### src/rtl/egress_pkg.sv
package egress_pkg;

  function automatic int unsigned beat_width(int unsigned data_w, int unsigned id_w,
                                             int unsigned dest_w, int unsigned user_w);
    return data_w + 2 * (data_w / 8) + id_w + dest_w + user_w + 1;
  endfunction

  function automatic int unsigned ptr_width(int unsigned depth);
    return (depth > 1) ? $clog2(depth) : 1;
  endfunction

endpackage

### src/rtl/egress_beat_pack.sv
module egress_beat_pack #(
  parameter int unsigned DATA_W = 32,
  parameter int unsigned ID_W   = 4,
  parameter int unsigned DEST_W = 4,
  parameter int unsigned USER_W = 2,
  localparam int unsigned MASK_W = DATA_W / 8,
  localparam int unsigned BEAT_W = egress_pkg::beat_width(DATA_W, ID_W, DEST_W, USER_W)
) (
  input  logic [DATA_W-1:0] data_i,
  input  logic [MASK_W-1:0] keep_i,
  input  logic [MASK_W-1:0] strb_i,
  input  logic              last_i,
  input  logic [ID_W-1:0]   id_i,
  input  logic [DEST_W-1:0] dest_i,
  input  logic [USER_W-1:0] user_i,
  output logic [BEAT_W-1:0] beat_o
);
  assign beat_o = {last_i, user_i, dest_i, id_i, strb_i, keep_i, data_i};
endmodule

### src/rtl/egress_beat_unpack.sv
module egress_beat_unpack #(
  parameter int unsigned DATA_W = 32,
  parameter int unsigned ID_W   = 4,
  parameter int unsigned DEST_W = 4,
  parameter int unsigned USER_W = 2,
  localparam int unsigned MASK_W = DATA_W / 8,
  localparam int unsigned BEAT_W = egress_pkg::beat_width(DATA_W, ID_W, DEST_W, USER_W)
) (
  input  logic [BEAT_W-1:0] beat_i,
  output logic [DATA_W-1:0] data_o,
  output logic [MASK_W-1:0] keep_o,
  output logic [MASK_W-1:0] strb_o,
  output logic              last_o,
  output logic [ID_W-1:0]   id_o,
  output logic [DEST_W-1:0] dest_o,
  output logic [USER_W-1:0] user_o
);
  assign {last_o, user_o, dest_o, id_o, strb_o, keep_o, data_o} = beat_i;
endmodule

### src/rtl/egress_ring.sv
module egress_ring #(
  parameter int unsigned WIDTH = 8,
  parameter int unsigned DEPTH = 16,
  localparam int unsigned PTR_W = egress_pkg::ptr_width(DEPTH),
  localparam int unsigned CNT_W = $clog2(DEPTH + 1)
) (
  input  logic             clk_i,
  input  logic             rst_ni,
  input  logic             push_i,
  input  logic [WIDTH-1:0] wdata_i,
  input  logic             pop_i,
  output logic [WIDTH-1:0] rdata_o,
  output logic [CNT_W-1:0] occ_o,
  output logic             empty_o,
  output logic             full_o
);
  localparam logic [PTR_W-1:0] LAST_IDX = PTR_W'(DEPTH - 1);

  logic [WIDTH-1:0] mem_q [DEPTH];
  logic [PTR_W-1:0] wr_ptr_q, rd_ptr_q;
  logic [CNT_W-1:0] occ_q;

  function automatic logic [PTR_W-1:0] bump(logic [PTR_W-1:0] p);
    return (p == LAST_IDX) ? '0 : p + PTR_W'(1);
  endfunction

  always_ff @(posedge clk_i) begin
    if (push_i) mem_q[wr_ptr_q] <= wdata_i;
  end

  always_ff @(posedge clk_i or negedge rst_ni) begin
    if (!rst_ni) begin
      wr_ptr_q <= '0;
      rd_ptr_q <= '0;
      occ_q    <= '0;
    end else begin
      if (push_i) wr_ptr_q <= bump(wr_ptr_q);
      if (pop_i)  rd_ptr_q <= bump(rd_ptr_q);
      unique case ({push_i, pop_i})
        2'b10:   occ_q <= occ_q + CNT_W'(1);
        2'b01:   occ_q <= occ_q - CNT_W'(1);
        default: occ_q <= occ_q;
      endcase
    end
  end

  assign rdata_o = mem_q[rd_ptr_q];
  assign occ_o   = occ_q;
  assign empty_o = (occ_q == '0);
  assign full_o  = (occ_q == CNT_W'(DEPTH));
endmodule

### src/rtl/egress_level_ctrl.sv
module egress_level_ctrl #(
  parameter int unsigned DEPTH       = 16,
  parameter int unsigned FULL_LEVEL  = 12,
  parameter int unsigned EMPTY_LEVEL = 2,
  localparam int unsigned CNT_W = $clog2(DEPTH + 1)
) (
  input  logic             clk_i,
  input  logic             rst_ni,
  input  logic [CNT_W-1:0] occ_i,
  input  logic             full_i,
  input  logic             in_valid_i,
  output logic             up_ready_o,
  output logic             almost_empty_o,
  output logic             overflow_o
);
  logic ovf_q;

  // lost beat: offered while every location is occupied
  always_ff @(posedge clk_i or negedge rst_ni) begin
    if (!rst_ni)                   ovf_q <= 1'b0;
    else if (in_valid_i && full_i) ovf_q <= 1'b1;
  end

  assign up_ready_o     = (occ_i < CNT_W'(FULL_LEVEL));
  assign almost_empty_o = (occ_i <= CNT_W'(EMPTY_LEVEL));
  assign overflow_o     = ovf_q;
endmodule

### src/rtl/axis_egress_slack_fifo.sv
module axis_egress_slack_fifo #(
  parameter int unsigned DATA_W      = 32,
  parameter int unsigned ID_W        = 4,
  parameter int unsigned DEST_W      = 4,
  parameter int unsigned USER_W      = 2,
  parameter int unsigned DEPTH       = 16,
  parameter int unsigned FULL_LEVEL  = 12,
  parameter int unsigned EMPTY_LEVEL = 2,
  parameter int unsigned PIPE_LAT    = 3,
  localparam int unsigned MASK_W = DATA_W / 8,
  localparam int unsigned BEAT_W = egress_pkg::beat_width(DATA_W, ID_W, DEST_W, USER_W),
  localparam int unsigned CNT_W  = $clog2(DEPTH + 1)
) (
  input  logic              clk_i,
  input  logic              rst_ni,
  input  logic              in_valid_i,
  input  logic [DATA_W-1:0] in_data_i,
  input  logic              in_last_i,
  input  logic [ID_W-1:0]   in_id_i,
  input  logic [DEST_W-1:0] in_dest_i,
  input  logic [USER_W-1:0] in_user_i,
  input  logic [MASK_W-1:0] in_keep_i,
  input  logic [MASK_W-1:0] in_strb_i,
  output logic              up_ready_o,
  output logic              m_tvalid_o,
  output logic [DATA_W-1:0] m_tdata_o,
  output logic              m_tlast_o,
  output logic [ID_W-1:0]   m_tid_o,
  output logic [DEST_W-1:0] m_tdest_o,
  output logic [USER_W-1:0] m_tuser_o,
  output logic [MASK_W-1:0] m_tkeep_o,
  output logic [MASK_W-1:0] m_tstrb_o,
  input  logic              m_tready_i,
  output logic              almost_empty_o,
  output logic              overflow_o
);
  if (FULL_LEVEL > DEPTH || FULL_LEVEL == 0) begin : g_bad_level
    $error("FULL_LEVEL must lie in 1..DEPTH");
  end
  if (DEPTH - FULL_LEVEL <= PIPE_LAT) begin : g_bad_slack
    $error("headroom DEPTH-FULL_LEVEL must exceed PIPE_LAT");
  end

  logic [BEAT_W-1:0] wr_beat, rd_beat;
  logic [CNT_W-1:0]  occ;
  logic              empty, full, push, pop;

  assign push = in_valid_i && !full;
  assign pop  = !empty && m_tready_i;

  egress_beat_pack #(
    .DATA_W(DATA_W), .ID_W(ID_W), .DEST_W(DEST_W), .USER_W(USER_W)
  ) i_pack (
    .data_i(in_data_i), .keep_i(in_keep_i), .strb_i(in_strb_i), .last_i(in_last_i),
    .id_i(in_id_i), .dest_i(in_dest_i), .user_i(in_user_i), .beat_o(wr_beat)
  );

  egress_ring #(.WIDTH(BEAT_W), .DEPTH(DEPTH)) i_ring (
    .clk_i, .rst_ni,
    .push_i(push), .wdata_i(wr_beat), .pop_i(pop), .rdata_o(rd_beat),
    .occ_o(occ), .empty_o(empty), .full_o(full)
  );

  egress_level_ctrl #(
    .DEPTH(DEPTH), .FULL_LEVEL(FULL_LEVEL), .EMPTY_LEVEL(EMPTY_LEVEL)
  ) i_level (
    .clk_i, .rst_ni,
    .occ_i(occ), .full_i(full), .in_valid_i(in_valid_i),
    .up_ready_o(up_ready_o), .almost_empty_o(almost_empty_o), .overflow_o(overflow_o)
  );

  egress_beat_unpack #(
    .DATA_W(DATA_W), .ID_W(ID_W), .DEST_W(DEST_W), .USER_W(USER_W)
  ) i_unpack (
    .beat_i(rd_beat), .data_o(m_tdata_o), .keep_o(m_tkeep_o), .strb_o(m_tstrb_o),
    .last_o(m_tlast_o), .id_o(m_tid_o), .dest_o(m_tdest_o), .user_o(m_tuser_o)
  );

  assign m_tvalid_o = !empty;
endmodule

### config.mk
export PLATFORM = sky130hd
export DESIGN_NAME = axis_egress_slack_fifo
export DESIGN_NICKNAME = d
export VERILOG_FILES = /design/src/rtl/egress_pkg.sv /design/src/rtl/egress_beat_pack.sv /design/src/rtl/egress_beat_unpack.sv /design/src/rtl/egress_ring.sv /design/src/rtl/egress_level_ctrl.sv /design/src/rtl/axis_egress_slack_fifo.sv
export SDC_FILE = /design/constraint.sdc
export NUM_CORES = 1
export LEC_CHECK = 0
export BUFFER_PORTS_ARGS = -buffer_cell sky130_fd_sc_hd__buf_2
export CAP_MARGIN = 20
export CORE_ASPECT_RATIO = 0.5
export CORE_MARGIN = 5
export CORE_UTILIZATION = 46
export DETAILED_ROUTE_END_ITERATION = 7
export GPL_TIMING_DRIVEN = 1
export PLACE_DENSITY_LB_ADDON = 0.1
export SETUP_SLACK_MARGIN = 0.3
export SLEW_MARGIN = 20
export SYNTH_ARGS = -nofsm -noshare
export SYNTH_HDL_FRONTEND = slang
export SYNTH_SLANG_ARGS = --single-unit
### constraint.sdc
create_clock -name clk_i -period 15.7 [get_ports clk_i]
set_clock_uncertainty 0.15 [all_clocks]
set_input_delay 1.57 -clock clk_i [delete_from_list [all_inputs] [get_ports clk_i]]
set_output_delay 1.57 -clock clk_i [all_outputs]
set_load 0.02 [all_outputs]
* After elaboration in Yosys (flattened, before gate mapping)
Memory sizes are Yosys's and may differ from the RTL's.
Index checks and enable logic that the tools add are counted.
** Word-level totals
- Register bits after elaboration :: 14
- Memories kept :: 1
- Bits in writable memories :: 816
- Input port bits :: 55
- Output and inout port bits :: 55
** Cells by class
- Muxes and demuxes :: 5
- Equality and inequality tests :: 5
- Add/subtract/negate cells :: 4
- Order comparisons :: 2
- Reductions and logical operators :: 7
** Memories
- i_ring.mem_q :: words 16, bits a word 51, rd ports 1, clocked after memory_dff 0, write ports 1, RTL line egress_ring.sv:19 : logic [WIDTH-1:0] mem_q [DEPTH];
** Operators by type and width (number)
- $pmux 5 s2 :: 1
- $add 4x1->4 const B :: 2
- $eq 4x4->1 const B :: 2
- $mux 4 :: 2
- $add 5x1->5 const B :: 1
- $eq 5x5->1 const B :: 1
- $le 5x2->1 const B :: 1
- $logic_not 5->1 :: 1
- $lt 5x4->1 const B :: 1
- $sub 5x1->5 const B :: 1
- $logic_and 1x1->1 :: 3
- $eq 2x1->1 const B :: 1
- $eq 2x2->1 const B :: 1
- $logic_not 1->1 :: 2
- $mux 1 :: 2
- $reduce_bool 2->1 :: 1

* Longest topological paths before layout
Gate-level depths: netlist of the first run.
- Depth after elaboration :: 5
- Gate-level depth with buffers :: 13
- Mapped depth without buffers :: 10

* Cells and area by module
Synthesis of the first run repeated with hierarchy kept, for this count alone.
** Unflattened totals
- Cell total of the unflattened synthesis :: 1462
- Area, all modules :: 32088.3 um2
** Modules (own cells, without submodules)
- egress_ring :: sequential area each 24828.8 um2, cells each 1353, area an instance 31246.2 um2, times used 1
- egress_beat_pack :: sequential area each 0.0 um2, cells each 51, area an instance 382.9 um2, times used 1
- egress_beat_unpack :: sequential area each 0.0 um2, cells each 51, area an instance 382.9 um2, times used 1
- egress_level_ctrl :: sequential area each 25.0 um2, cells each 4, area an instance 52.6 um2, times used 1
- axis_egress_slack_fifo :: sequential area each 0.0 um2, cells each 3, area an instance 23.8 um2, times used 1

* Worst setup path after synthesis of the first run
OpenSTA, ideal clock, no wires.
- Kind :: input-to-reg
- Start point :: input in_valid_i
- End point :: memory i_ring.mem_q[0][0] (netlist bit), enable pin
- Arrival :: 5.524 ns
- Required time :: 15.027 ns
- Stages :: 4
- Slack :: 9.503 ns
- Cells stage by stage :: a21boi_1 -> buf_2 -> nand2_1 -> nor3_1
** Between the ends
- Word-level cells in the longest chain between the ends :: 3
** Ends and longest elaborated chain
- from (decl) :: RTL line axis_egress_slack_fifo.sv:16 : input logic in_valid_i,
- $logic_and 1x1->1 :: RTL line axis_egress_slack_fifo.sv:48 : assign push = in_valid_i && !full;
- $mux 1 :: RTL line egress_ring.sv:28 : if (push_i) mem_q[wr_ptr_q] <= wdata_i;
- $mux 1 (implied by the code) :: RTL line egress_ring.sv:28
- to (decl) :: RTL line egress_ring.sv:19
Every way passes these cells.

* Final worst setup path of the first run
- Start point :: register i_ring.rd_ptr_q[0]
- End point :: output m_tstrb_o[0]
** Between the ends
- Word-level cells in the longest chain between the ends :: 1
** Ends and longest elaborated chain
- from (decl) :: RTL line egress_ring.sv:20 : logic [PTR_W-1:0] wr_ptr_q, rd_ptr_q;
- from (signal assigned) :: RTL line egress_ring.sv:38 : if (pop_i) rd_ptr_q <= bump(rd_ptr_q);
- $mem_v2 16x51
- to (decl) :: RTL line axis_egress_slack_fifo.sv:32 : output logic [MASK_W-1:0] m_tstrb_o,
Every way passes these cells.

==> results of run 1 <==
==> power by group through the flow <==
stage | registers, W | logic (W) | clock network (W)
detailed placement | 0.00283 | 0.00169 | 0
finish | 0.00278 | 0.00165 | 0.00184
floorplan | 0.00274 | 0.00121 | 0
global route | 0.00280 | 0.00177 | 0.00198
global placement | 0.00282 | 0.00167 | 0
CTS | 0.00278 | 0.00169 | 0.00188
==> metal layers <==
layer	share of wire	up-vias	global-route usage	wire length, um
met5	0.00018	-	0	13
met4	0.019	2	0.04744	1355
met3	0.056	98	0.03417	4002
met2	0.47	423	0.3043	33670
met1	0.46	8031	0.3002	32890
li1	-	6084	-	-
==> cells by family (layout without fill, tap and decap cells) <==
family | count (synthesis) | after routing | share of synthesized area
simple gates | 107 | 107 | 0.01505
mux | 206 | 206 | 0.1472
xor+xnor | 7 | 7 | 0.001956
buf+inv | 81 | 274 | 0.01465
fa+ha+maj | 9 | 9 | 0.003592
flops | 830 | 830 | 0.7928
compound gates | 121 | 121 | 0.02467
==> area by class of cell <==
type                            instances  area, um^2  area share
Inverter                                5       18.77   0.0005309
Multi-Input combinational cell        450        6152      0.1740
Tap cell                              897        1122     0.03175
Clock inverter                         45       498.0     0.01409
Timing Repair Buffer                  139       783.3     0.02215
Clock buffer                           85        1914     0.05415
Sequential cell                       830       24870      0.7033
==> metrics by stage <==
step / total power (W) / cell area [um^2] / setup slack, ns / instances
after global placement: 0.004491 / 32940 / 10.49 / 2321
after global routing: 0.006547 / 35350 / 9.521 / 2451
after detailed placement: 0.004517 / 32940 / 10.41 / 2321
after floorplan: 0.003943 / 31350 / 9.503 / 1361
final: 0.006276 / 35350 / 9.924 / 2451
after CTS: 0.006356 / 35350 / 9.735 / 2451
==> Yosys cell counts (all sizes together) <==
cell / instances
edfxtp: 816
nor4: 1
buf: 47
o21ai: 6
o211ai: 1
nor3: 6
mux2: 1
nand4bb: 1
mux2i: 1
inv: 5
or4: 1
nand2: 15
xnor2: 5
a21oi: 3
a22o: 1
a311oi: 1
or2: 2
mux4: 204
dfrtp: 14
a31oi: 1
o31ai: 1
xor2: 2
a21o: 2
nand4b: 1
ha: 9
nand2b: 5
o22ai: 102
a2111oi: 1
nand3: 6
a31o: 1
clkbuf: 29
nand4: 1
and2: 1
nand3b: 1
nor2: 66
a21boi: 1
==> flip-flops by register name, indices dropped and copies added, names as in the netlist <==
signal              flops
i_ring.occ_o            5
i_ring.mem_q          816
i_level.overflow_o      1
i_ring.rd_ptr_q         4
i_ring.wr_ptr_q         4
==> final timing paths <==
check                                               start                        endpoint  slack (ns)  depth (start not counted)
min in group asynchronous                          rst_ni     i_ring.occ_o[0]$_DFFE_PN0P_        0.71                          1
max in group asynchronous                          rst_ni  i_ring.rd_ptr_q[0]$_DFFE_PN0P_       14.40                          1
max reg2reg                   i_ring.occ_o[2]$_DFFE_PN0P_  i_ring.mem_q[15][21]$_DFFE_PP_       11.84                          5
min                        i_level.overflow_o$_DFFE_PN0P_  i_level.overflow_o$_DFFE_PN0P_        0.32                          1
max                        i_ring.rd_ptr_q[0]$_DFFE_PN0P_                    m_tstrb_o[0]        9.92                          6
min reg2reg                i_level.overflow_o$_DFFE_PN0P_  i_level.overflow_o$_DFFE_PN0P_        0.32                          1
==> worst max-delay path: cells and delay by family (launching register included) <==
kind | cells | cell delay [ns]
AO/OA/AOI/OAI | 1 | 0.20
buffers and inverters | 3 | 1.74
flip-flops | 1 | 0.71
AND/OR/NAND/NOR | 1 | 0.12
multiplexers | 1 | 0.59
==> summary.md, run 1 <==
| Metric | Value |
|---|---|
| Fraction of power consumed by combinational cells | `0.264` |
| Final setup viols | `0` |
| P_int | `0.004361 W` |
| Die area | `73780 um^2` |
| Slowest cell delay on critical path | `0.81 ns` |
| Vias | `14640` |
| Share of layout cells above drive strength 1 | `0.3076` |
| Clock Tree Root | `clkbuf_16` |
| Quantity of gates resized following cts | `0` |
| Synthesized area | `31350 um^2` |
| Synth cell types | `41` |
| H-tree levels | `3` |
| # rows | `67` |
| Post-route setup TNS | `0 ns` |
| Worst Hold Class | `register to register` |
| Antenna violations before repair | `1` |
| Crit start category | `register` |
| Max_cap viols | `0` |
| Fill count | `5162` |
| Vias per cell | `5.972` |
| Max_slew headroom | `0.2570` |
| Post-DRT Antenna Nets | `0` |
| CTS tree | `yes` |
| RSZ-0062 raised after global routing | `no` |
| Post-Route Utilization | `0.5259` |
| Worst Tran Pin Value | `1.112 ns` |
| Clock Power Share | `0.293` |
| CP Data Required Time | `13.98 ns` |
| CP max FO | `42` |
| Pin count of the biggest net entering global routing | `108` |
| TritonRoute pass-1 iters | `5` |
| DRC viols | `0` |
| Slowest cell on the critical path | `buf_4` |
| Avg Inst Size Synth | `23.03 um^2` |
| Crit path cell chain | `buf_4, buf_4, mux4_2, o22ai_1, nor2_1, buf_2` |
| I/O Buffers | `109` |
| IO Pins | `110` |
| N_diodes | `0` |
| Routability cong. | `0.7171` |
| Vias in the first global route | `15570` |
| Net Sw Power | `0.001915 W` |
| Total GRT Usage | `0.1979` |
| Ys Warns | `0` |
| Starting density of the core | `0.4663` |
| Grt total ovfl | `0` |
| Area Growth Syn to Fin | `12.78%` |
| Hold_ws | `0.3234 ns` |
| Clk slew on worst S/H paths | `0.07 ns` |
| First-pass GRT wire length | `105.6 mm` |
| Fin crit period | `5.776 ns` |
| Max clock buf depth | `3` |
| Number of DRC markers in iteration 0 | `1415` |
| Crit-path most repeated cell | `buf_4` |
| Most frequent cells in the layout | `edfxtp_1 (816), mux4_2 (204), buf_2 (109), o22ai_1 (102), clkbuf_16 (75)` |
| Setup Fix Bufs, Post-CTS | `0` |
| Post-DP HPWL | `35.56 mm` |
| Clock sinks | `830` |
| Slew Limit Fails | `0` |
| Post-synthesis cell count | `1361` |
| Synth Net Count | `1425` |
| Synth top area cells | `edfxtp_1 (78%), mux4_2 (15%), o22ai_1 (2.0%)` |
| Fmax | `173.1 MHz` |
| Tcrit/Tclk final | `0.3679` |
| Routed len/inst | `29.35 um` |
| Status | `completed` |
| Die Ht | `194.6 um` |
| Nets | `1563` |
| CTS Buf Count | `73` |
| Detailed Route WL | `71.93 mm` |
| Die width | `379.2 um` |
| Final Hold Viols | `0` |
| Peak supply drop | `0.0001043 V` |
| Hold-fix buffers at CTS | `0` |
| Skew-Pair Late Insertion Delay | `0.60 ns` |
| Seq pwr share | `0.443` |
| Switching share of total power | `0.3051` |
| Critical Path Sink Type | `primary output` |
| Leak | `11.06 nW` |
| Core area | `67230 um^2` |
| Register bit total from synthesis | `830` |
| Sequential element share of the synthesized area | `0.7928` |
| Setup CP Type | `register to primary output` |
| Crit path DAT | `4.06 ns` |
| Post-synth top area share | `0.7817` |
| Commonest non-fill, non-tap cell in the layout | `edfxtp_1` |
| Largest area contributor in the netlist | `edfxtp_1` |
| PD cells | `177.5 nW/um^2` |
Power figures use the tool's default switching activity.
==> inputs of run 2 (changes only) <==
==> constraint.sdc (replaced) <==
create_clock -name clk_i -period 5.8 [get_ports clk_i]
set_clock_uncertainty 0.15 [all_clocks]
set_input_delay 0.58 -clock clk_i [delete_from_list [all_inputs] [get_ports clk_i]]
set_output_delay 0.58 -clock clk_i [all_outputs]
set_load 0.02 [all_outputs]
==> run 2 against run 1 <==
Against the previous run:
- critical path depth did not move
- final cell count rose by 0.41%
- worst hold slack got worse by 0.23 ns
- wire length rose by 1.1%
- power rose to 2.7 times the previous value
- clock power rose by 150%
- utilization fell by 0.097 points
- non-clock buffer count rose by 14
- die area did not move
- first-iteration DRC count rose by 1.1%
- critical endpoint is now m_tdata_o[23]
- highest routed layer is now met4
==> summary.md, run 2 (synthesis gave the netlist of run 1 again) <==
| Metric | Value |
|---|---|
| Status | `completed` |
| # rows | `67` |
| Max_cap viols | `0` |
| Clock Tree Root | `clkbuf_16` |
| Setup CP Type | `register to primary output` |
| PD cells | `472.5 nW/um^2` |
| Fill count | `5226` |
| N_diodes | `0` |
| Pin count of the biggest net entering global routing | `62` |
| FF-to-FF path depth | `6` |
| Detailed Route WL | `72.70 mm` |
| Nets | `1576` |
| CP startpoint | `i_ring.rd_ptr_q[0]$_DFFE_PN0P_` |
| Area Growth Syn to Fin | `12.57%` |
| Clk slew on worst S/H paths | `0.06 ns` |
| Final Hold Viols | `0` |
| Fmax | `251.0 MHz` |
| Share of layout cells above drive strength 1 | `0.3043` |
| RSZ-0062 raised after global routing | `no` |
| Routed len/inst | `29.54 um` |
| Total GRT Usage | `0.2007` |
| First-pass GRT wire length | `107.6 mm` |
| CP Data Required Time | `5.07 ns` |
| I/O Buffers | `109` |
| Vias | `14730` |
| Max_slew headroom | `0.2427` |
| Post-Route Utilization | `0.5249` |
| Reg-to-Reg End | `i_ring.mem_q[14][20]$_DFFE_PP_` |
| Die width | `379.2 um` |
| Post-DRT Antenna Nets | `0` |
| Die area | `73780 um^2` |
| Crit start category | `register` |
| Routability cong. | `0.7256` |
| H-tree levels | `3` |
| CTS Buf Count | `72` |
| Vias in the first global route | `15750` |
| Vias per cell | `5.985` |
| Worst Hold Class | `primary input to register` |
| Slew Limit Fails | `0` |
| Critical Path Sink | `m_tdata_o[23]` |
| CTS tree | `yes` |
| Fin crit period | `3.984 ns` |
| Die Ht | `194.6 um` |
| Skew-Pair Late Insertion Delay | `0.60 ns` |
| Max FFs per register | `816` |
| Antenna violations before repair | `0` |
| Most frequent cells in the layout | `edfxtp_1 (816), mux4_2 (204), buf_2 (109), o22ai_1 (102), clkbuf_16 (76)` |
| Core area | `67230 um^2` |
| Post-DP HPWL | `38.50 mm` |
| Starting density of the core | `0.4663` |
| Peak supply drop | `0.0003141 V` |
| Post-route setup TNS | `0 ns` |
| Number of DRC markers in iteration 0 | `1430` |
| HP Start | `in_valid_i` |
| DRC viols | `0` |
| Reg-to-Reg Start | `i_ring.occ_o[1]$_DFFE_PN0P_` |
| IO Pins | `110` |
| Max clock buf depth | `3` |
| TritonRoute pass-1 iters | `5` |
| Tcrit/Tclk final | `0.6869` |
| CP max FO | `35` |
| Final setup viols | `0` |
| Crit path DAT | `3.25 ns` |
| Clock sinks | `830` |
| Reg2Reg Setup Slack | `2.69 ns` |
| Commonest non-fill, non-tap cell in the layout | `edfxtp_1` |
| Leak | `11.02 nW` |
| Grt total ovfl | `0` |
| Area of the multi-input gates | `6157 um^2` |
| Largest reg by FF count | `i_ring.mem_q` |
| Storage element area | `24870 um^2` |
| Worst Tran Pin Value | `1.136 ns` |
| Critical Path Sink Type | `primary output` |
-- run 2: cell types whose count changed in the layout (fill, tap and decap cells not counted), sizes merged --
cell         delta
dlygate4sd3     +1
buf            +13
clkinv          -4
bufinv         -10
clkbuf         +13
inv             -2
clkinvlp        -1
-- run 2: worst min path at each step --
stage | to | depth (start not counted)
final | i_level.overflow_o$_DFFE_PN0P_ | 2
after global routing | i_level.overflow_o$_DFFE_PN0P_ | 2
after CTS | i_level.overflow_o$_DFFE_PN0P_ | 2
after detailed placement | i_level.overflow_o$_DFFE_PN0P_ | 1
after global placement | i_level.overflow_o$_DFFE_PN0P_ | 1
after floorplan | i_level.overflow_o$_DFFE_PN0P_ | 0
-- run 2: final cells by class --
class | count | share of cell area
flip-flops and latches | 830 | 0.7046
multi-input cells | 450 | 0.1745
well taps | 897 | 0.03180
repair buffers | 153 | 0.02730
clock inverters | 28 | 0.004751
inverters | 5 | 0.0005318
clock buffers | 98 | 0.05652
-- run 2: repair_timing --
item / 4_1_cts / 5_1_grt
hold buffers: 1 / 0
setup buffers: 0 / 0
hold endpoints to repair: 14 / 0
resized for setup: 0 / 0
-- run 2: power breakdown --
part | switching (W) | leakage, nW | internal (W)
clock | 0.00206 | 1.05 | 0.00246
sequential | 0.000242 | 7.53 | 0.00716
combinational | 0.00290 | 2.43 | 0.00185
total | 0.00520 | 11.0 | 0.0115
-- run 2: metrics by stage --
step           setup slack, ns  hold slack (ns)  total power, W  instances  area [um^2]
2_1_floorplan           0.5933           0.1344         0.01067       1361        31350
3_3_place_gp             2.109           0.2992         0.01231       2331        33030
3_5_place_dp             2.081           0.3022         0.01237       2332        33060
4_1_cts                  1.435          0.06141         0.01688       2459        35230
5_1_grt                  1.551          0.07545         0.01743       2461        35290
6_report                 1.816          0.09585         0.01667       2461        35290
-- run 2: critical path, stage by stage (launching register included) --
cell,delay [ns]
dfrtp_4,0.64
buf_16,0.30
buf_4,0.58
mux4_2,0.58
o22ai_1,0.23
nor2_1,0.10
buf_2,0.17
-- run 2: metal layers --
layer / track usage / wire (um) / share of wire / up-vias
li1: - / - / - / 6094
met1: 0.3072 / 33450 / 0.46 / 8128
met2: 0.3091 / 34070 / 0.47 / 418
met3: 0.03434 / 3980 / 0.055 / 90
met4: 0.04002 / 1195 / 0.016 / 0
met5: 0 / 0 / 0 / -
==> inputs of run 3 (changes only) <==
==> constraint.sdc (replaced) <==
create_clock -name clk_i -period 3.2 [get_ports clk_i]
set_clock_uncertainty 0.15 [all_clocks]
set_input_delay 0.32 -clock clk_i [delete_from_list [all_inputs] [get_ports clk_i]]
set_output_delay 0.32 -clock clk_i [all_outputs]
set_load 0.02 [all_outputs]
==> run 3 against run 2 <==
Against the previous run:
- clock power increased by 88%
- sequential cell count unchanged
- final cell count increased by 5.0%
- critical path depth unchanged
- utilization increased by 3.5 points
- sequential share of layout area decreased by 4.4 points
- global-route usage decreased by 0.086 points
- via count increased by 3.5%
- die area unchanged
- cell area increased by 6.6%
- highest routed layer is now met5
==> summary.md, run 3 (synthesis gave the netlist of run 1 again) <==
| Metric | Value |
|---|---|
| Routability cong. | `0.7261` |
| Fill count | `5008` |
| Total GRT Usage | `0.1998` |
| Final setup viols | `0` |
| Antenna violations before repair | `1` |
| Status | `completed` |
| Clock sinks | `830` |
| Most frequent cells in the layout | `edfxtp_1 (816), mux4_2 (204), buf_2 (99), clkbuf_16 (78), o22ai_1 (62)` |
| Reg-to-Reg Start | `i_ring.occ_o[0]$_DFFE_PN0P_` |
| Routed len/inst | `28.31 um` |
| Setup CP Type | `register to primary output` |
| Clk slew on worst S/H paths | `0.06 ns` |
| Reg2Reg Setup Slack | `0.37 ns` |
| P_int | `0.02241 W` |
| IO Pins | `110` |
| Grt total ovfl | `0` |
| Vias in the first global route | `16220` |
| Post-DP HPWL | `36.45 mm` |
| PD cells | `860.2 nW/um^2` |
| Crit path DAT | `2.55 ns` |
| Skew-Pair Late Insertion Delay | `0.60 ns` |
| DRC viols | `0` |
| Tcrit/Tclk final | `0.9445` |
| RSZ-0062 raised after global routing | `yes` |
| Fraction of power consumed by combinational cells | `0.328` |
| Final Instance Area | `37620 um^2` |
| First-pass GRT wire length | `107.4 mm` |
| CP Data Required Time | `2.73 ns` |
| Critical Path Sink Type | `primary output` |
| Fin crit period | `3.022 ns` |
| I/O Buffers | `109` |
| Die area | `73780 um^2` |
| CTS Buf Count | `73` |
| CTS tree | `yes` |
| Vias per cell | `5.898` |
| Worst Tran Pin Value | `0.7098 ns` |
| H-tree levels | `3` |
| Max_cap viols | `0` |
| Clock Power Share | `0.262` |
| Commonest non-fill, non-tap cell in the layout | `edfxtp_1` |
| Crit start category | `register` |
| CP max FO | `11` |
| Hold path endpoint | `i_level.overflow_o$_DFFE_PN0P_` |
| Core area | `67230 um^2` |
| Fin worst setup slack | `0.1777 ns` |
| Switching share of total power | `0.3076` |
| Area Growth Syn to Fin | `20.02%` |
| Placed cell area | `33610 um^2` |
| Slew Limit Fails | `0` |
| Detailed Route WL | `73.16 mm` |
| Die Ht | `194.6 um` |
| Nets | `1698` |
| Final Hold Viols | `0` |
| Pin count of the biggest net entering global routing | `69` |
| Leak | `12.00 nW` |
| HP Start | `i_level.overflow_o$_DFFE_PN0P_` |
| Peak supply drop | `0.0004152 V` |
| Seq pwr share | `0.410` |
| Pre-CTS setup slack | `0.1379 ns` |
| Post-DRT Antenna Nets | `0` |
| # rows | `67` |
| Max FFs per register | `816` |
| Net Sw Power | `0.009956 W` |
| Number of DRC markers in iteration 0 | `1374` |
| Fmax | `330.9 MHz` |
| Post-route setup TNS | `0 ns` |
| Largest reg by FF count | `i_ring.mem_q` |
| FF-to-FF path depth | `10` |
| TritonRoute pass-1 iters | `7` |
| N_diodes | `0` |
| Vias | `15240` |
| Starting density of the core | `0.4663` |
| Max_slew headroom | `0.5252` |
| Share of layout cells above drive strength 1 | `0.3574` |
| Reg-to-Reg End | `i_ring.occ_o[4]$_DFFE_PN0P_` |
| Worst Hold Class | `register to register` |
| Clock Tree Root | `clkbuf_16` |
| Die width | `379.2 um` |
| Hold path depth | `1` |
| Post-Route Utilization | `0.5596` |
| Max clock buf depth | `3` |
run 3: cell types whose count changed in the layout (fill, tap and decap cells not counted), sizes merged:
cell	previous run	this run
buf	152	213
inv	6	9
bufinv	1	5
clkinvlp	1	2
dlygate4sd3	1	56
clkbuf	98	96
bufbuf	0	1
run 3: power groups by stage:
stage / Combinational [W] / Clock, W / Sequential (W)
final: 0.0106 / 0.00848 / 0.0133
after global routing: 0.0113 / 0.00916 / 0.0133
after CTS: 0.0105 / 0.00869 / 0.0133
after detailed placement: 0.00914 / 0 / 0.0135
after global placement: 0.00899 / 0 / 0.0135
after floorplan: 0.00595 / 0 / 0.0134
run 3: routing by layer:
| metal | track usage | vias to the layer above | part of all wire |
|---|---|---|---|
| met5 | 0 | - | 0.000096 |
| met4 | 0.03680 | 2 | 0.013 |
| met3 | 0.02807 | 82 | 0.055 |
| met2 | 0.3189 | 424 | 0.48 |
| met1 | 0.3016 | 8359 | 0.45 |
| li1 | - | 6373 | - |
run 3: worst max-delay path, cell delays in order, from the launching register on:
cell and delay, ns:
dfrtp_4 0.52, buf_12 0.22, buf_16 0.18, mux4_2 0.50, o22ai_1 0.23, nor2_1 0.09
buf_2 0.17
run 3: layout make-up:
class                   instances  area [um^2]  share of cell area
repair buffers                274         2855             0.07589
clock buffers                  92         1919             0.05101
well taps                     897         1122             0.02983
multi-input cells             450         6499              0.1727
inverters                       5        18.77           0.0004988
clock inverters                36        342.8            0.009112
flip-flops and latches        830        24870              0.6609
run 3: per-stage QoR:
stage          hold slack, ns  power [W]  cells
6_report               0.3224    0.03237   2584
5_1_grt                0.3491    0.03376   2584
4_1_cts                0.3299    0.03245   2573
3_5_place_dp           0.1019    0.02267   2358
3_3_place_gp          0.09852    0.02244   2358
2_1_floorplan         -0.1256    0.01933   1361
run 3: how the worst max path moves through the flow:
stage | startpoint | to
final | i_ring.rd_ptr_q[0]$_DFFE_PN0P_ | m_tdata_o[25]
after floorplan | i_ring.occ_o[2]$_DFFE_PN0P_ | i_ring.mem_q[0][0]$_DFFE_PP_
after global placement | i_ring.occ_o[0]$_DFFE_PN0P_ | i_ring.occ_o[4]$_DFFE_PN0P_
after global routing | i_ring.rd_ptr_q[0]$_DFFE_PN0P_ | m_tdata_o[2]
after detailed placement | i_ring.occ_o[0]$_DFFE_PN0P_ | i_ring.occ_o[4]$_DFFE_PN0P_
after CTS | i_ring.rd_ptr_q[0]$_DFFE_PN0P_ | m_tdata_o[14]
run 3: timing repair:
| item | in CTS | in global routing |
|---|---|---|
| endpoints found under the hold margin | 835 | 0 |
| gates cloned | 12 | 4 |
| hold buffers | 56 | 0 |
| setup buffers | 19 | 7 |
| resized for setup | 82 | 24 |
| endpoints found under the setup margin | 52 | 85 |
| pin swaps | 12 | 12 |
